==> config.mk <==
export PLATFORM = sky130hd
export DESIGN_NAME = i2cm_ctrl
export DESIGN_NICKNAME = d
export VERILOG_FILES = /design/src/rtl/i2cm_pkg.sv /design/src/rtl/i2cm_regs.sv /design/src/rtl/i2cm_byte_seq.sv /design/src/rtl/i2cm_status.sv /design/src/rtl/i2cm_ctrl.sv
export SDC_FILE = /design/constraint.sdc
export NUM_CORES = 1
export LEC_CHECK = 0
export BUFFER_PORTS_ARGS = -buffer_cell sky130_fd_sc_hd__buf_2
export CORE_ASPECT_RATIO = 0.6
export CORE_MARGIN = 2
export CORE_UTILIZATION = 50
export DETAILED_ROUTE_END_ITERATION = 10
export PLACE_DENSITY = 0.77
export RECOVER_POWER = 100
export SETUP_SLACK_MARGIN = 0.1
export SLEW_MARGIN = 5
export SYNTH_ARGS = -nofsm -noshare
export SYNTH_HDL_FRONTEND = slang
export SYNTH_HIERARCHICAL = 1
export SYNTH_SLANG_ARGS = --single-unit
==> constraint.sdc <==
create_clock -name clk_i -period 2.3 [get_ports clk_i]
set_input_delay 0.115 -clock clk_i [delete_from_list [all_inputs] [get_ports clk_i]]
set_output_delay 0.115 -clock clk_i [all_outputs]
set_load 0.01 [all_outputs]
==> src/rtl/i2cm_pkg.sv <==
package i2cm_pkg;
  localparam int BYTE_W = 8;
  localparam int CNT_W  = $clog2(BYTE_W);

  localparam int OFF_PRE_LO = 0;
  localparam int OFF_PRE_HI = 1;
  localparam int OFF_CTRL   = 2;
  localparam int OFF_DATA   = 3;
  localparam int OFF_CMD    = 4;

  // command byte bit positions
  localparam int CB_STA  = 7;
  localparam int CB_STO  = 6;
  localparam int CB_RD   = 5;
  localparam int CB_WR   = 4;
  localparam int CB_ACK  = 3;
  localparam int CB_IACK = 0;

  typedef enum logic [2:0] {
    BC_IDLE  = 3'd0,
    BC_START = 3'd1,
    BC_STOP  = 3'd2,
    BC_WRITE = 3'd3,
    BC_READ  = 3'd4
  } bit_cmd_e;

  typedef struct packed {
    logic sta;
    logic sto;
    logic rd;
    logic wr;
    logic ack;
  } byte_cmd_t;
endpackage

==> src/rtl/i2cm_regs.sv <==
module i2cm_regs
  import i2cm_pkg::*;
#(
  parameter int          AW          = 8,
  parameter int          BUS_W       = 32,
  parameter int          STRIDE_LOG2 = 2,
  parameter logic [15:0] PRE_RST     = 16'hFFFF
) (
  input  logic              clk_i,
  input  logic              rst_ni,
  input  logic [AW-1:0]     addr_i,
  input  logic              wr_i,
  input  logic [BUS_W-1:0]  wdata_i,
  output logic [BUS_W-1:0]  rdata_o,
  input  logic [BYTE_W-1:0] rx_i,
  input  logic [BYTE_W-1:0] status_i,
  input  logic              tip_i,
  input  logic              accept_i,
  output logic [15:0]       prescale_o,
  output logic              en_o,
  output logic              ien_o,
  output logic [BYTE_W-1:0] tx_o,
  output byte_cmd_t         cmd_o,
  output logic              iack_o,
  output logic              sta_wr_o
);
  logic [AW-1:0]     off;
  logic [BYTE_W-1:0] wb;
  logic              hit_lo, hit_hi, hit_ctrl, hit_data, hit_cmd;
  logic              cmd_wr, cmd_new;
  logic [BYTE_W-1:0] rd_byte;

  assign off = addr_i >> STRIDE_LOG2;
  assign wb  = wdata_i[BYTE_W-1:0];

  if (BUS_W > BYTE_W) begin : g_wide
    logic unused_hi;
    assign unused_hi = ^wdata_i[BUS_W-1:BYTE_W];
  end

  assign hit_lo   = (off == AW'(OFF_PRE_LO));
  assign hit_hi   = (off == AW'(OFF_PRE_HI));
  assign hit_ctrl = (off == AW'(OFF_CTRL));
  assign hit_data = (off == AW'(OFF_DATA));
  assign hit_cmd  = (off == AW'(OFF_CMD));

  // commands only count while the core is enabled
  assign cmd_wr   = wr_i & hit_cmd & en_o;
  assign cmd_new  = cmd_wr & ~tip_i;
  assign iack_o   = cmd_wr & wb[CB_IACK];
  assign sta_wr_o = cmd_new & wb[CB_STA];

  always_ff @(posedge clk_i or negedge rst_ni) begin
    if (!rst_ni) begin
      prescale_o <= PRE_RST;
      en_o       <= 1'b0;
      ien_o      <= 1'b0;
      tx_o       <= '0;
    end else if (wr_i) begin
      if (hit_lo)   prescale_o[7:0]  <= wb;
      if (hit_hi)   prescale_o[15:8] <= wb;
      if (hit_ctrl) begin
        en_o  <= wb[7];
        ien_o <= wb[6];
      end
      if (hit_data) tx_o <= wb;
    end
  end

  always_ff @(posedge clk_i or negedge rst_ni) begin
    if (!rst_ni) begin
      cmd_o <= '0;
    end else if (!en_o) begin
      cmd_o <= '0;
    end else if (cmd_new) begin
      cmd_o <= '{sta: wb[CB_STA], sto: wb[CB_STO], rd: wb[CB_RD],
                 wr: wb[CB_WR], ack: wb[CB_ACK]};
    end else if (accept_i) begin
      cmd_o <= '0;
    end
  end

  always_comb begin
    rd_byte = '0;
    if (hit_lo)   rd_byte = prescale_o[7:0];
    if (hit_hi)   rd_byte = prescale_o[15:8];
    if (hit_ctrl) rd_byte = {en_o, ien_o, 6'b0};
    if (hit_data) rd_byte = rx_i;
    if (hit_cmd)  rd_byte = status_i;
    rdata_o = BUS_W'(rd_byte);
  end
endmodule

==> src/rtl/i2cm_byte_seq.sv <==
module i2cm_byte_seq
  import i2cm_pkg::*;
(
  input  logic              clk_i,
  input  logic              rst_ni,
  input  logic              en_i,
  input  byte_cmd_t         cmd_i,
  input  logic [BYTE_W-1:0] tx_i,
  input  logic              bit_done_i,
  input  logic              bit_dout_i,
  input  logic              arb_lost_i,
  output logic              accept_o,
  output logic              busy_o,
  output logic              done_o,
  output logic [BYTE_W-1:0] rx_o,
  output logic              nack_o,
  output bit_cmd_e          bit_cmd_o,
  output logic              bit_din_o
);
  typedef enum logic [2:0] {SQ_IDLE, SQ_START, SQ_DATA, SQ_ACK, SQ_STOP} seq_e;

  seq_e              state_q;
  byte_cmd_t         op_q;
  logic [BYTE_W-1:0] sr_q;
  logic [CNT_W-1:0]  cnt_q;
  logic              go, step;
  logic [BYTE_W-1:0] sr_in;

  assign go       = cmd_i.sta | cmd_i.sto | cmd_i.rd | cmd_i.wr;
  assign accept_o = en_i & (state_q == SQ_IDLE) & go;
  assign busy_o   = (state_q != SQ_IDLE);
  assign step     = en_i & bit_done_i & ~arb_lost_i;
  assign sr_in    = {sr_q[BYTE_W-2:0], op_q.rd ? bit_dout_i : 1'b0};

  // finishing edge of a command
  always_comb begin
    done_o = 1'b0;
    if (step) begin
      case (state_q)
        SQ_START: done_o = ~(op_q.rd | op_q.wr | op_q.sto);
        SQ_ACK:   done_o = ~op_q.sto;
        SQ_STOP:  done_o = 1'b1;
        default:  done_o = 1'b0;
      endcase
    end
  end

  always_ff @(posedge clk_i or negedge rst_ni) begin
    if (!rst_ni) begin
      state_q <= SQ_IDLE;
      op_q    <= '0;
      sr_q    <= '0;
      cnt_q   <= '0;
      rx_o    <= '0;
      nack_o  <= 1'b0;
    end else if (!en_i) begin
      state_q <= SQ_IDLE;
    end else if (arb_lost_i && busy_o) begin
      state_q <= SQ_IDLE;
    end else begin
      case (state_q)
        SQ_IDLE: if (go) begin
          op_q    <= cmd_i;
          sr_q    <= tx_i;
          cnt_q   <= CNT_W'(BYTE_W - 1);
          state_q <= cmd_i.sta ? SQ_START :
                     (cmd_i.rd | cmd_i.wr) ? SQ_DATA : SQ_STOP;
        end
        SQ_START: if (step) begin
          state_q <= (op_q.rd | op_q.wr) ? SQ_DATA :
                     op_q.sto ? SQ_STOP : SQ_IDLE;
        end
        SQ_DATA: if (step) begin
          sr_q <= sr_in;
          if (cnt_q == '0) begin
            state_q <= SQ_ACK;
            if (op_q.rd) rx_o <= sr_in;
          end else begin
            cnt_q <= cnt_q - 1'b1;
          end
        end
        SQ_ACK: if (step) begin
          if (!op_q.rd) nack_o <= bit_dout_i;
          state_q <= op_q.sto ? SQ_STOP : SQ_IDLE;
        end
        SQ_STOP: if (step) state_q <= SQ_IDLE;
        default: state_q <= SQ_IDLE;
      endcase
    end
  end

  always_comb begin
    bit_cmd_o = BC_IDLE;
    bit_din_o = 1'b1;
    case (state_q)
      SQ_START: bit_cmd_o = BC_START;
      SQ_DATA: begin
        bit_cmd_o = op_q.rd ? BC_READ : BC_WRITE;
        bit_din_o = op_q.rd ? 1'b1 : sr_q[BYTE_W-1];
      end
      SQ_ACK: begin
        bit_cmd_o = op_q.rd ? BC_WRITE : BC_READ;
        bit_din_o = op_q.rd ? op_q.ack : 1'b1;
      end
      SQ_STOP: bit_cmd_o = BC_STOP;
      default: bit_cmd_o = BC_IDLE;
    endcase
  end
endmodule

==> src/rtl/i2cm_status.sv <==
module i2cm_status (
  input  logic clk_i,
  input  logic rst_ni,
  input  logic en_i,
  input  logic ien_i,
  input  logic done_i,
  input  logic arb_lost_i,
  input  logic iack_i,
  input  logic sta_wr_i,
  output logic flag_o,
  output logic al_o,
  output logic irq_o
);
  logic arb_ev;
  assign arb_ev = arb_lost_i & en_i;

  always_ff @(posedge clk_i or negedge rst_ni) begin
    if (!rst_ni) begin
      flag_o <= 1'b0;
      al_o   <= 1'b0;
    end else begin
      if (done_i | arb_ev) flag_o <= 1'b1;
      else if (iack_i)     flag_o <= 1'b0;
      if (arb_ev)          al_o <= 1'b1;
      else if (sta_wr_i)   al_o <= 1'b0;
    end
  end

  assign irq_o = flag_o & ien_i & en_i;
endmodule

==> src/rtl/i2cm_ctrl.sv <==
module i2cm_ctrl
  import i2cm_pkg::*;
#(
  parameter int          AW          = 8,
  parameter int          BUS_W       = 32,
  parameter int          STRIDE_LOG2 = 2,
  parameter logic [15:0] PRE_RST     = 16'hFFFF
) (
  input  logic             clk_i,
  input  logic             rst_ni,
  input  logic [AW-1:0]    reg_addr_i,
  input  logic             reg_wr_i,
  input  logic [BUS_W-1:0] reg_wdata_i,
  output logic [BUS_W-1:0] reg_rdata_o,
  output logic             irq_o,
  output logic [15:0]      prescale_o,
  output logic             core_en_o,
  output logic [2:0]       bit_cmd_o,
  output logic             bit_din_o,
  input  logic             bit_done_i,
  input  logic             bit_dout_i,
  input  logic             arb_lost_i,
  input  logic             bus_busy_i
);
  logic              ien, iack, sta_wr, accept, seq_busy, seq_done, nack, tip;
  logic              st_flag, st_al;
  logic [BYTE_W-1:0] tx_byte, rx_byte, status;
  byte_cmd_t         pend;
  bit_cmd_e          bc;

  assign tip       = pend.sta | pend.sto | pend.rd | pend.wr | seq_busy;
  assign status    = {nack, bus_busy_i, st_al, 3'b000, tip, st_flag};
  assign bit_cmd_o = bc;

  i2cm_regs #(
    .AW(AW), .BUS_W(BUS_W), .STRIDE_LOG2(STRIDE_LOG2), .PRE_RST(PRE_RST)
  ) u_regs (
    .clk_i      (clk_i),
    .rst_ni     (rst_ni),
    .addr_i     (reg_addr_i),
    .wr_i       (reg_wr_i),
    .wdata_i    (reg_wdata_i),
    .rdata_o    (reg_rdata_o),
    .rx_i       (rx_byte),
    .status_i   (status),
    .tip_i      (tip),
    .accept_i   (accept),
    .prescale_o (prescale_o),
    .en_o       (core_en_o),
    .ien_o      (ien),
    .tx_o       (tx_byte),
    .cmd_o      (pend),
    .iack_o     (iack),
    .sta_wr_o   (sta_wr)
  );

  i2cm_byte_seq u_seq (
    .clk_i      (clk_i),
    .rst_ni     (rst_ni),
    .en_i       (core_en_o),
    .cmd_i      (pend),
    .tx_i       (tx_byte),
    .bit_done_i (bit_done_i),
    .bit_dout_i (bit_dout_i),
    .arb_lost_i (arb_lost_i),
    .accept_o   (accept),
    .busy_o     (seq_busy),
    .done_o     (seq_done),
    .rx_o       (rx_byte),
    .nack_o     (nack),
    .bit_cmd_o  (bc),
    .bit_din_o  (bit_din_o)
  );

  i2cm_status u_stat (
    .clk_i      (clk_i),
    .rst_ni     (rst_ni),
    .en_i       (core_en_o),
    .ien_i      (ien),
    .done_i     (seq_done),
    .arb_lost_i (arb_lost_i),
    .iack_i     (iack),
    .sta_wr_i   (sta_wr),
    .flag_o     (st_flag),
    .al_o       (st_al),
    .irq_o      (irq_o)
  );
endmodule

==> summary.txt, run 1 <==
Global route
  – Largest net degree at the start of global routing: 29
  – Initial antenna violation count: 0
  – GRT Util Overall: 20.6%
  – GRT overflow: 0
  – Vias in the first global route: 2237
  – First-pass GRT wire length: 11300 um

Floorplanning
  – Die H: 67.8 um
  – Die X: 110 um
  – Core area: 6620 sq um
  – Std cell rows: 23
  – Starting density of the core: 51.2%
  – Die area: 7480 sq um
  – # IOs: 101

CTS
  – Clk sink count: 60
  – Post-CTS Setup Inserts: 0
  – CTS Buf Count: 9
  – Clk Latency, worst-skew pair: 320 ps
  – Clock Path Buffers: 2
  – Clock slew at reported path FFs: 50 ps
  – Clock tree root buffer cell: clkbuf_16
  – CTS H-tree lvls: 3
  – CTS tree: built

Route
  – Avg WL per Cell: 16.3 um
  – Vias: 2455
  – Drc violations: 0
  – Routed Antenna Nets: 0
  – Detailed-route vias per instance: 5.35
  – Routed wire length: 7470 um
  – DR pass1 iterations: 4
  – Initial drt markers: 211

Worst setup path
  – CP endpoint kind: register
  – Worst R2R Start: u_seq/state_q[0]
  – CP max FO: 12
  – CP startpoint kind: register
  – Critical Path RT: 2540 ps
  – Flop-to-flop setup slack: 210 ps
  – Crit path arrival time: 2340 ps
  – Crit Path Class: register to register
  – Worst r2r dst: u_seq/sr_q[0]
  – R2R depth: 6

Pwr
  – Cell Pwr Density: 782 nW/um^2
  – Pleak: 1.80 nW
  – Peak supply drop: 0.000448 V
  – Total power: 3.05 mW

Run status
  – Outcome: complete, but fails checks
  – Failing checks: capacitance limit, slew limit

Timing
  – Final setup viols: 0
  – Final Max Tran Viols: 29
  – Final worst path period share: 91.0%
  – Setup Skew: 6.67 ps
  – TNS Setup: 0 ps
  – RSZ-0062 raised after global routing: true
  – Fmax: 0.478 GHz
  – Count of final hold-check violations: 0
  – Crit path time final: 2090 ps
  – Measured slew at the worst slew-check pin: 1520 ps
  – Relative slew slack: -1.12%
  – Setup WS post-layout: 206 ps

Run
  – Max-cap viol count: 1

Logic synthesis
  – Syn_area_per_cell: 10.8 sq um
  – EDFF count, synth: 0
  – Post-Syn Instances: 313
  – Seq/Total Area, Yosys: 44.9%
  – Synth async-reset ratio: 100%
  – Synthesis-stage register bit count: 60
  – Main flop type after synthesis: dfrtp_1
  – Synth unique cells: 49
  – Post-synthesis cell area: 3390 sq um
  – Ys Warns: 6

Cells and area
  – Ratio of cells with drive above 1 in the final layout: 30.1%
  – Flip-flop and latch area: 1520 sq um
  – Area occupied by multi-input gates: 1600 sq um
  – Inserted Diodes: 0
  – FILL cells: 569
  – Most frequent cells in the layout: 44 x mux2_2, 44 x dfrtp_1, 30 x clkbuf_1
  – Nets: 416
  – Area grow syn2layout: 14.8%
  – Final core area utilization: 58.8%

Placement
  – IO Port Bufs: 50
  – Placer Congestion: 0.870
  – HPWL Detailed: 5490 um
  – Place WS: 265 ps

Min path
  – Worst hold start: reg_wdata_i[1]
  – Worst Hold Class: primary input to register
  – WHS Path Cells: 2
  – WHS Endpoint: u_regs/prescale_o[1]
-- synth_stat cells, types with 3 or more instances --
library cell / number / area, sq um
buf_1: 3 / 11.3
a21oi_1: 11 / 55.1
nand3_1: 14 / 70.1
mux2i_1: 16 / 160
inv_1: 11 / 41.3
clkbuf_1: 5 / 18.8
nor2b_1: 7 / 43.8
o21ai_0: 5 / 25.0
dfrtp_1: 44 / 1100
nand2_1: 24 / 90.1
nor3_1: 9 / 45.0
dfstp_2: 16 / 420
a22o_1: 3 / 26.3
a31oi_1: 8 / 50.1
mux2_2: 44 / 495
nor2_1: 22 / 82.6
buf_4: 26 / 195
buf_6: 5 / 56.3
-- final cells by class --
cell class	count	share of cell area [%]
Timing Repair Buffer	59	6.84
Clock buffer	12	6.59
Sequential cell	60	39.1
Clock inverter	4	2.44
Tap cell	87	2.80
Multi-Input combinational cell	226	41.2
Inverter	11	1.06
-- worst max path at each step --
| stage | from | end | slack, ps | cells after the start |
|---|---|---|---|---|
| final | u_seq/state_q[0] | u_seq/sr_q[0] | 210 | 6 |
| after detailed placement | u_seq/state_q[0] | u_seq/sr_q[0] | 270 | 6 |
| after CTS | u_seq/state_q[2] | reg_rdata_o[1] | 210 | 7 |
| after global routing | u_seq/state_q[0] | u_seq/sr_q[3] | 80 | 6 |
| after floorplan | u_seq/state_q[1] | u_stat/al_o | 430 | 9 |
| after global placement | u_seq/state_q[2] | u_stat/al_o | 320 | 7 |
-- cells by family after synthesis --
| group | after synthesis | share of synthesized area [%] |
|---|---|---|
| other | 2 | 0.221 |
| multiplexers | 62 | 20.7 |
| flip-flops | 60 | 44.9 |
| adder cells (fa/ha/maj) | 2 | 0.738 |
| XOR/XNOR | 2 | 0.517 |
| AND/OR/NAND/NOR | 99 | 16.3 |
| AO/OA/AOI/OAI | 34 | 6.90 |
| buffers and inverters | 52 | 9.82 |
-- power breakdown --
part	switching [mW]	total (mW)	internal (mW)
Clock	0.452	1.57	1.11
Combinational	0.164	0.282	0.118
Sequential	0.0508	1.20	1.15
Total	0.666	3.05	2.38
-- critical path, stage by stage, from the launching register on --
cell and delay, ps:
dfrtp_1 450, clkbuf_2 230, or3b_1 420, a221oi_4 470, buf_4 270, nor2_1 50
a21oi_1 120
-- sequential cells by signal (all words and copies together) (netlist names) --
signal,cells
u_stat/al_o,1
u_regs/ien_o,1
u_regs/prescale_o,16
u_seq/rx_o,8
u_seq/state_q,3
u_seq/cnt_q,3
u_regs/tx_o,8
u_seq/nack_o,1
u_regs/en_o,1
u_stat/flag_o,1
u_seq/sr_q,8
u_regs/cmd_o,5
u_seq/op_q,4
-- timing repair --
| action | CTS | global route |
|---|---|---|
| hold buffers | 1 | 0 |
| resized for setup | 0 | 1 |
| setup endpoints to repair | 0 | 1 |
| hold endpoints to repair | 22 | 0 |
-- through the flow --
stage | area, sq um | hold WS (ps) | std cells
2_1_floorplan | 3480 | -181 | 338
3_5_place_dp | 3610 | 177 | 442
6_report | 3890 | 52.1 | 459
4_1_cts | 3970 | 40.0 | 459
3_3_place_gp | 3610 | 169 | 442
5_1_grt | 3890 | 54.5 | 459
-- routing by layer --
layer / track usage (%) / vias up / wire length (um)
met5: 0 / - / 0
li1: - / 1158 / -
met2: 31.1 / 70 / 3470
met1: 29.0 / 1227 / 3500
met4: 4.69 / 0 / 0
met3: 6.76 / 0 / 500
Power figures use the tool's default switching activity.
==> inputs of run 2 (changes only) <==
--- a/config.mk
+++ b/config.mk
@@ -5,12 +5,13 @@
 export SDC_FILE = /design/constraint.sdc
 export NUM_CORES = 1
 export LEC_CHECK = 0
+export ABC_AREA = 1
 export BUFFER_PORTS_ARGS = -buffer_cell sky130_fd_sc_hd__buf_2
 export CORE_ASPECT_RATIO = 0.6
 export CORE_MARGIN = 2
 export CORE_UTILIZATION = 50
 export DETAILED_ROUTE_END_ITERATION = 10
-export PLACE_DENSITY = 0.77
+export PLACE_DENSITY = 0.76
 export RECOVER_POWER = 100
 export SETUP_SLACK_MARGIN = 0.1
 export SLEW_MARGIN = 5
==> run 2 against run 1 <==
  * Clock power hardly changed
  * The flow now finishes without violations
  * Via count rose by 24%
  * Register-to-register slack gained 60 ps
  * First-iteration DRC count grew 27%
  * Routed wire length increased by 12%
  * Sequential cell count unchanged
  * Global-route usage increased by 2.4 points
  * Cell area rose by 2.4%
  * Area after synthesis grew 4.2%
  * Critical path type unchanged
==> summary.txt, run 2 <==
Run status
  – Outcome: complete, no violations

Min path
  – Worst hold start: bit_dout_i
  – WHS Path Cells: 3 (+1)
  – Worst Hold Class: primary input to register
  – WHS Endpoint: u_seq/nack_o

Global route
  – Initial antenna violation count: 0 (unchanged)
  – GRT overflow: 0 (unchanged)
  – GRT Util Overall: 23.1% (+2.4 points)
  – Vias in the first global route: 2839 (+27%)
  – First-pass GRT wire length: 14100 um (+24%)
  – Largest net degree at the start of global routing: 61 (+110%)

Timing
  – TNS Setup: 0 ps (unchanged)
  – Crit path time final: 2030 ps (-63.2 ps)
  – Setup Skew: 6.89 ps (+0.228 ps)
  – Hold Slack: 50.4 ps (-1.72 ps)
  – Relative slew slack: 1.83% (+2.9 points)
  – RSZ-0062 raised after global routing: false
  – Fmax: 0.492 GHz (+3.1%)
  – Measured slew at the worst slew-check pin: 1470 ps (-44.2 ps)
  – Final worst path period share: 88.3% (-2.7 points)
  – Final Max Tran Viols: 0 (-100%)
  – Setup WS post-layout: 269 ps (+63.2 ps)
  – Final setup viols: 0 (unchanged)
  – Count of final hold-check violations: 0 (unchanged)

Cells and area
  – Ratio of cells with drive above 1 in the final layout: 18.0% (-12 points)
  – Most frequent cells in the layout: 111 x nand2_1, 46 x inv_1, 44 x dfrtp_1
  – Cell Count, Final, Fillers Out: 588 (+28%)
  – Largest Register: u_regs/prescale_o
  – Area grow syn2layout: 12.8%
  – Most common cell after layout, fill and taps aside: nand2_1
  – Max reg flops: 16 (unchanged)
  – Inserted Diodes: 0 (unchanged)
  – Nets: 545 (+31%)

Route
  – Avg WL per Cell: 14.3 um (-12%)
  – DR pass1 iterations: 5 (+1)
  – Initial drt markers: 269 (+27%)
  – Vias: 3051 (+24%)
  – Drc violations: 0 (unchanged)
  – Detailed-route vias per instance: 5.19 (-3.0%)
  – Routed wire length: 8390 um (+12%)
  – Routed Antenna Nets: 0 (unchanged)

CTS
  – Clock tree root buffer cell: clkbuf_16
  – CTS tree: built
  – Clock Path Buffers: 2 (unchanged)
  – Clk Latency, worst-skew pair: 330 ps (about the same)
  – CTS Hold Bufs: 1 (unchanged)
  – CTS resizes: 0 (unchanged)
  – Clock slew at reported path FFs: 50 ps (about the same)
  – CTS Buf Count: 9 (unchanged)
  – Post-CTS Setup Inserts: 0 (unchanged)
  – CTS H-tree lvls: 3 (unchanged)
  – Clk sink count: 60 (unchanged)

Placement
  – Placed Cells: 571 (+29%)
  – Place WS: 654 ps (+389 ps)
  – HPWL Detailed: 6140 um (+12%)
  – IO Port Bufs: 50 (unchanged)
  – Placer Congestion: 0.926 (+6.5%)

Logic synthesis
  – Syn_area_per_cell: 8.07 sq um (-26%)
  – Synth area leaders: dfrtp_1 31%, dfstp_2 12%, nand2_1 11%
  – Commonest cells post-synth: 107 x nand2_1, 44 x dfrtp_1, 44 x inv_1
  – Synth unique cells: 33 (-33%)
  – EDFF count, synth: 0 (unchanged)
  – Synth async-reset ratio: 100% (unchanged)
  – Seq/Total Area, Yosys: 43.0% (-1.8 points)
  – Largest area contributor in the netlist: dfrtp_1
  – Synthesis-stage register bit count: 60 (unchanged)
  – Post-synthesis cell area: 3530 sq um (+4.2%)
  – Yosys top cell area share: 31.2% (-1.3 points)
  – Ys Warns: 6 (unchanged)
  – Top-count cell post-synth: nand2_1
  – Post-Syn Instances: 438 (+40%)
  – Main flop type after synthesis: dfrtp_1

Floorplanning
  – Core area: 6760 sq um (+2.2%)
  – Die X: 113 um (+2.0%)
  – Starting density of the core: 52.3% (+1.0 points)
  – Die H: 69.1 um (+2.0%)
  – Std cell rows: 23 (unchanged)
  – # IOs: 101 (unchanged)
  – Die area: 7780 sq um (+4.0%)

Worst setup path
  – R2R depth: 8 (+2)
  – Critical Path RT: 2510 ps (-30 ps)
  – CP startpoint kind: register
  – Flop-to-flop setup slack: 270 ps (+60 ps)
  – Worst R2R Start: u_seq/state_q[0]
  – Crit path arrival time: 2240 ps (-100 ps)
  – Crit Path Class: register to register
  – CP endpoint kind: register
  – Worst r2r dst: u_seq/sr_q[0]
  – CP max FO: 16 (+4)

Pwr
  – Total power: 4.11 mW (+35%)
  – Pleak: 1.99 nW (+11%)
  – Peak supply drop: 0.000594 V (+33%)
  – Cell Pwr Density: 1030 nW/um^2 (+32%)

Run
  – Max-cap viol count: 0 (-1)
[run 2: changes by cell type after synthesis, sizes merged, moves of 7 or more]
cell / change
a31oi: -8
nor2: +24
nor2b: -7
nand4: +19
o21ai: +43
inv: +41
mux2i: -16
mux2: -44
nor3: -7
nand3: +27
nand2: +90
[run 2: how the worst max path moves through the flow]
stage | start | end | cells after the start
after CTS | u_seq/state_q[0] | reg_rdata_o[1] | 7
after global placement | u_seq/state_q[0] | u_regs/cmd_o[4] | 8
after floorplan | u_regs/en_o | u_seq/sr_q[1] | 9
final | u_seq/state_q[0] | u_seq/sr_q[0] | 8
after detailed placement | u_seq/state_q[0] | u_regs/cmd_o[0] | 8
after global routing | u_seq/state_q[0] | u_seq/sr_q[3] | 8
[run 2: report_power, final]
part | switching [mW] | internal [mW]
clock | 0.454 | 1.11
sequential | 0.137 | 1.26
combinational | 0.782 | 0.369
[run 2: logic make-up after synthesis]
kind of cell | synth area share (%)
AO/OA/AOI/OAI | 10.9
flip-flops | 43.0
other | 0.212
adder cells (fa/ha/maj) | 0.708
AND/OR/NAND/NOR | 32.1
buffers and inverters | 12.8
XOR/XNOR | 0.248
[run 2: final cells by class]
type | count | area, sq um
fillers | 608 | 2770
multi-input cells | 318 | 1550
flip-flops and latches | 60 | 1520
clock buffers | 12 | 256
repair buffers | 54 | 255
inverters | 53 | 201
well taps | 87 | 109
clock inverters | 4 | 95.1
[run 2: per-layer routing]
metal | vias to the layer above | GRT usage, % | share of wire (%)
li1 | 1489 | - | -
met1 | 1397 | 36.0 | 48
met2 | 154 | 30.6 | 41
met3 | 11 | 7.30 | 9.9
met4 | 0 | 5.83 | 1.1
met5 | - | 0 | 0
[run 2: critical path, stage by stage, from the launching register on]
cell and delay, ps:
dfrtp_1 470, nor2_4 170, nand2_4 80, nand2_1 160, inv_4 60, nor2_1 420
nand3_4 320, nand2_1 170, o21ai_2 60
[run 2: metrics by stage]
stage / instance area [sq um] / util, %
finish: 3990 / 59.0
global route: 3990 / 59.0
global placement: 3760 / 55.6
detailed placement: 3760 / 55.6
CTS: 4120 / 60.9
floorplan: 3630 / -
==> inputs of run 3 (changes only) <==
--- a/config.mk
+++ b/config.mk
@@ -9,9 +9,10 @@
 export BUFFER_PORTS_ARGS = -buffer_cell sky130_fd_sc_hd__buf_2
 export CORE_ASPECT_RATIO = 0.6
 export CORE_MARGIN = 2
-export CORE_UTILIZATION = 50
+export CORE_UTILIZATION = 35
 export DETAILED_ROUTE_END_ITERATION = 10
-export PLACE_DENSITY = 0.76
+export MAX_ROUTING_LAYER = met4
+export PLACE_DENSITY = 0.57
 export RECOVER_POWER = 100
 export SETUP_SLACK_MARGIN = 0.1
 export SLEW_MARGIN = 5
==> run 3 against run 2 <==
  * Clock power fell by 18%
  * Sequential cell count stayed put
  * Fmax increased by 4.0%
  * Die area rose by 41%
  * Worst hold slack worse by 1.3 ps
  * Critical path depth down 1
  * Routed wire length increased by 5.5%
  * Sequential power is essentially flat
  * First-iteration DRC count fell by 12%
  * Global-route usage decreased by 5.1 points
  * Non-clock buffer count is the same
  * Count of clock-buffer cells in the layout unchanged
  * Highest routed layer unchanged
==> summary.txt, run 3 (synthesis results as in run 2) <==
Run status
  – Outcome: complete, no violations

Floorplanning
  – Core area: 9840 sq um (+46%)
  – Std cell rows: 28 (+22%)
  – Die H: 81.8 um (+18%)
  – Die X: 134 um (+19%)
  – # IOs: 101 (unchanged)
  – Starting density of the core: 35.9% (-16 points)
  – Die area: 10900 sq um (+41%)

CTS
  – Clk sink count: 60 (unchanged)
  – Clock tree root buffer cell: clkbuf_16
  – CTS Buf Count: 9 (unchanged)
  – CTS H-tree lvls: 3 (unchanged)
  – CTS tree: built
  – Clock Path Buffers: 2 (unchanged)
  – Clock slew at reported path FFs: 50 ps (about the same)
  – Clk Latency, worst-skew pair: 330 ps (about the same)

Timing
  – Relative slew slack: 8.04% (+6.2 points)
  – Measured slew at the worst slew-check pin: 1380 ps (-93.2 ps)
  – Crit path time final: 1950 ps (-78.4 ps)
  – Final worst path period share: 84.9% (-3.4 points)
  – Fmax: 0.512 GHz (+4.0%)
  – RSZ-0062 raised after global routing: false
  – Setup Skew: 9.27 ps (+2.38 ps)
  – Final setup viols: 0 (unchanged)
  – Count of final hold-check violations: 0 (unchanged)
  – Final Max Tran Viols: 0 (unchanged)
  – Hold Slack: 49.1 ps (-1.29 ps)
  – TNS Setup: 0 ps (unchanged)

Run
  – Max-cap viol count: 0 (unchanged)

Cells and area
  – Inserted Diodes: 0 (unchanged)
  – Design area: 4000 sq um (+0.16%)
  – Ratio of cells with drive above 1 in the final layout: 17.0% (-0.96 points)
  – Most common cell after layout, fill and taps aside: nand2_1
  – Nets: 545 (unchanged)
  – Max reg flops: 16 (unchanged)
  – FILL cells: 1066 (+75%)
  – Most frequent cells in the layout: 112 x nand2_1, 46 x inv_1, 44 x dfrtp_1
  – Largest Register: u_regs/prescale_o
  – Area grow syn2layout: 13.0%

Pwr
  – Peak supply drop: 0.000468 V (-21%)
  – P_sw: 1.36 mW (-1.0%)
  – Pleak: 1.96 nW (-1.6%)
  – Cell Int Power: 2.48 mW (-9.4%)
  – Switching Share: 35.4% (+2.0 points)
  – Cell Pwr Density: 962 nW/um^2 (-6.7%)
  – Gate power share: 29.9% (+1.9 points)
  – Total power: 3.84 mW (-6.6%)
  – Clock power frac: 33.7% (-4.4 points)
  – Sequential power share: 36.4% (+2.5 points)

Worst setup path
  – Worst R2R Start: u_seq/state_q[0]
  – CP max FO: 7 (-9)
  – CP startpoint kind: register
  – Crit Path Class: register to output port
  – Crit path arrival time: 1840 ps (-400 ps)
  – Critical Path RT: 2180 ps (-330 ps)
  – CP endpoint kind: output port
  – CP Launch Point: u_seq/state_q[0]

Global route
  – GRT overflow: 0 (unchanged)
  – GRT Util Overall: 17.9% (-5.1 points)
  – Initial antenna violation count: 0 (unchanged)
  – First-pass GRT wire length: 14500 um (+2.8%)
  – Largest net degree at the start of global routing: 39 (-36%)
  – Vias in the first global route: 2773 (-2.3%)

Placement
  – IO Port Bufs: 50 (unchanged)
  – Placer Congestion: 0.902 (-2.7%)
  – HPWL Detailed: 6770 um (+10%)
  – Cell Area, Placed: 3830 sq um (+1.9%)

Min path
  – Worst hold start: reg_wdata_i[7]
  – Worst Hold Class: primary input to register

Route
  – Initial drt markers: 238 (-12%)
  – Vias: 2998 (-1.7%)
  – Routed Antenna Nets: 0 (unchanged)
  – DR pass1 iterations: 4 (-1)
  – Detailed-route vias per instance: 4.72 (-9.0%)
  – Routed wire length: 8860 um (+5.5%)
  – Avg WL per Cell: 13.9 um (-2.3%)
  – Drc violations: 0 (unchanged)
-- run 3: changes by cell type in the layout (fill, tap and decap cells not counted), moves of 2 or more --
cell | previous run | this run
clkbuf_1 | 19 | 24
buf_2 | 33 | 29
dfstp_1 | 9 | 5
dfstp_2 | 7 | 11
bufinv_16 | 3 | 1
o21ai_0 | 37 | 39
o21ai_2 | 8 | 6
-- run 3: area by class of cell --
| type | instances | area (sq um) | share of cell area, % |
|---|---|---|---|
| Inverter | 53 | 201 | 5.04 |
| Clock inverter | 3 | 40.0 | 1.00 |
| Timing Repair Buffer | 54 | 265 | 6.64 |
| Tap cell | 135 | 169 | 4.23 |
| Multi-Input combinational cell | 318 | 1550 | 38.8 |
| Sequential cell | 60 | 1520 | 38.1 |
| Clock buffer | 12 | 246 | 6.17 |
-- run 3: final timing paths --
path / slack [ps] / to / depth (start not counted)
max: 350 / reg_rdata_o[1] / 7
max reg2reg: 420 / u_seq/rx_o[6] / 5
min in group asynchronous: 630 / u_seq/state_q[0] / 2
max in group asynchronous: 760 / u_regs/prescale_o[11] / 3
min reg2reg: 470 / u_seq/cnt_q[1] / 2
min: 50 / u_regs/en_o / 3
-- run 3: power groups by stage --
stage	Combinational, mW	Clock (mW)	Sequential [mW]
finish	1.15	1.29	1.40
floorplan	0.968	0	1.40
global placement	1.22	0	1.41
detailed placement	1.25	0	1.42
CTS	1.26	1.33	1.40
global route	1.32	1.39	1.42
-- run 3: repair_timing --
action | in CTS | in global routing
setup endpoints to repair | 0 | 0
hold endpoints to repair | 18 | 0
buffers inserted | 0 | 0
gates resized for setup | 0 | 0
hold buffers | 1 | 0
-- run 3: per-stage QoR --
stage          util (%)  instances  worst slack [ps]
6_report           40.6        635               348
5_1_grt            40.6        635               200
3_3_place_gp       38.9        619               674
2_1_floorplan         -        463               809
3_5_place_dp       38.9        619               621
4_1_cts            41.9        635               391
-- run 3: per-layer routing --
| metal | part of all wire [%] | track usage (%) | vias up | routed length, um |
|---|---|---|---|---|
| met2 | 39 | 23.4 | 92 | 3470 |
| met4 | 0.29 | 3.94 | 0 | 26 |
| met5 | 0 | - | - | 0 |
| met3 | 7.6 | 6.73 | 2 | 670 |
| met1 | 53 | 25.8 | 1416 | 4690 |
| li1 | - | - | 1488 | - |
-- run 3: critical path, stage by stage (launching register included) --
cell	delay, ps
dfrtp_1	470
nor2_4	140
nand2_1	160
nor2_1	130
nand3_1	130
nand3_1	210
nand4_1	130
clkbuf_1	150
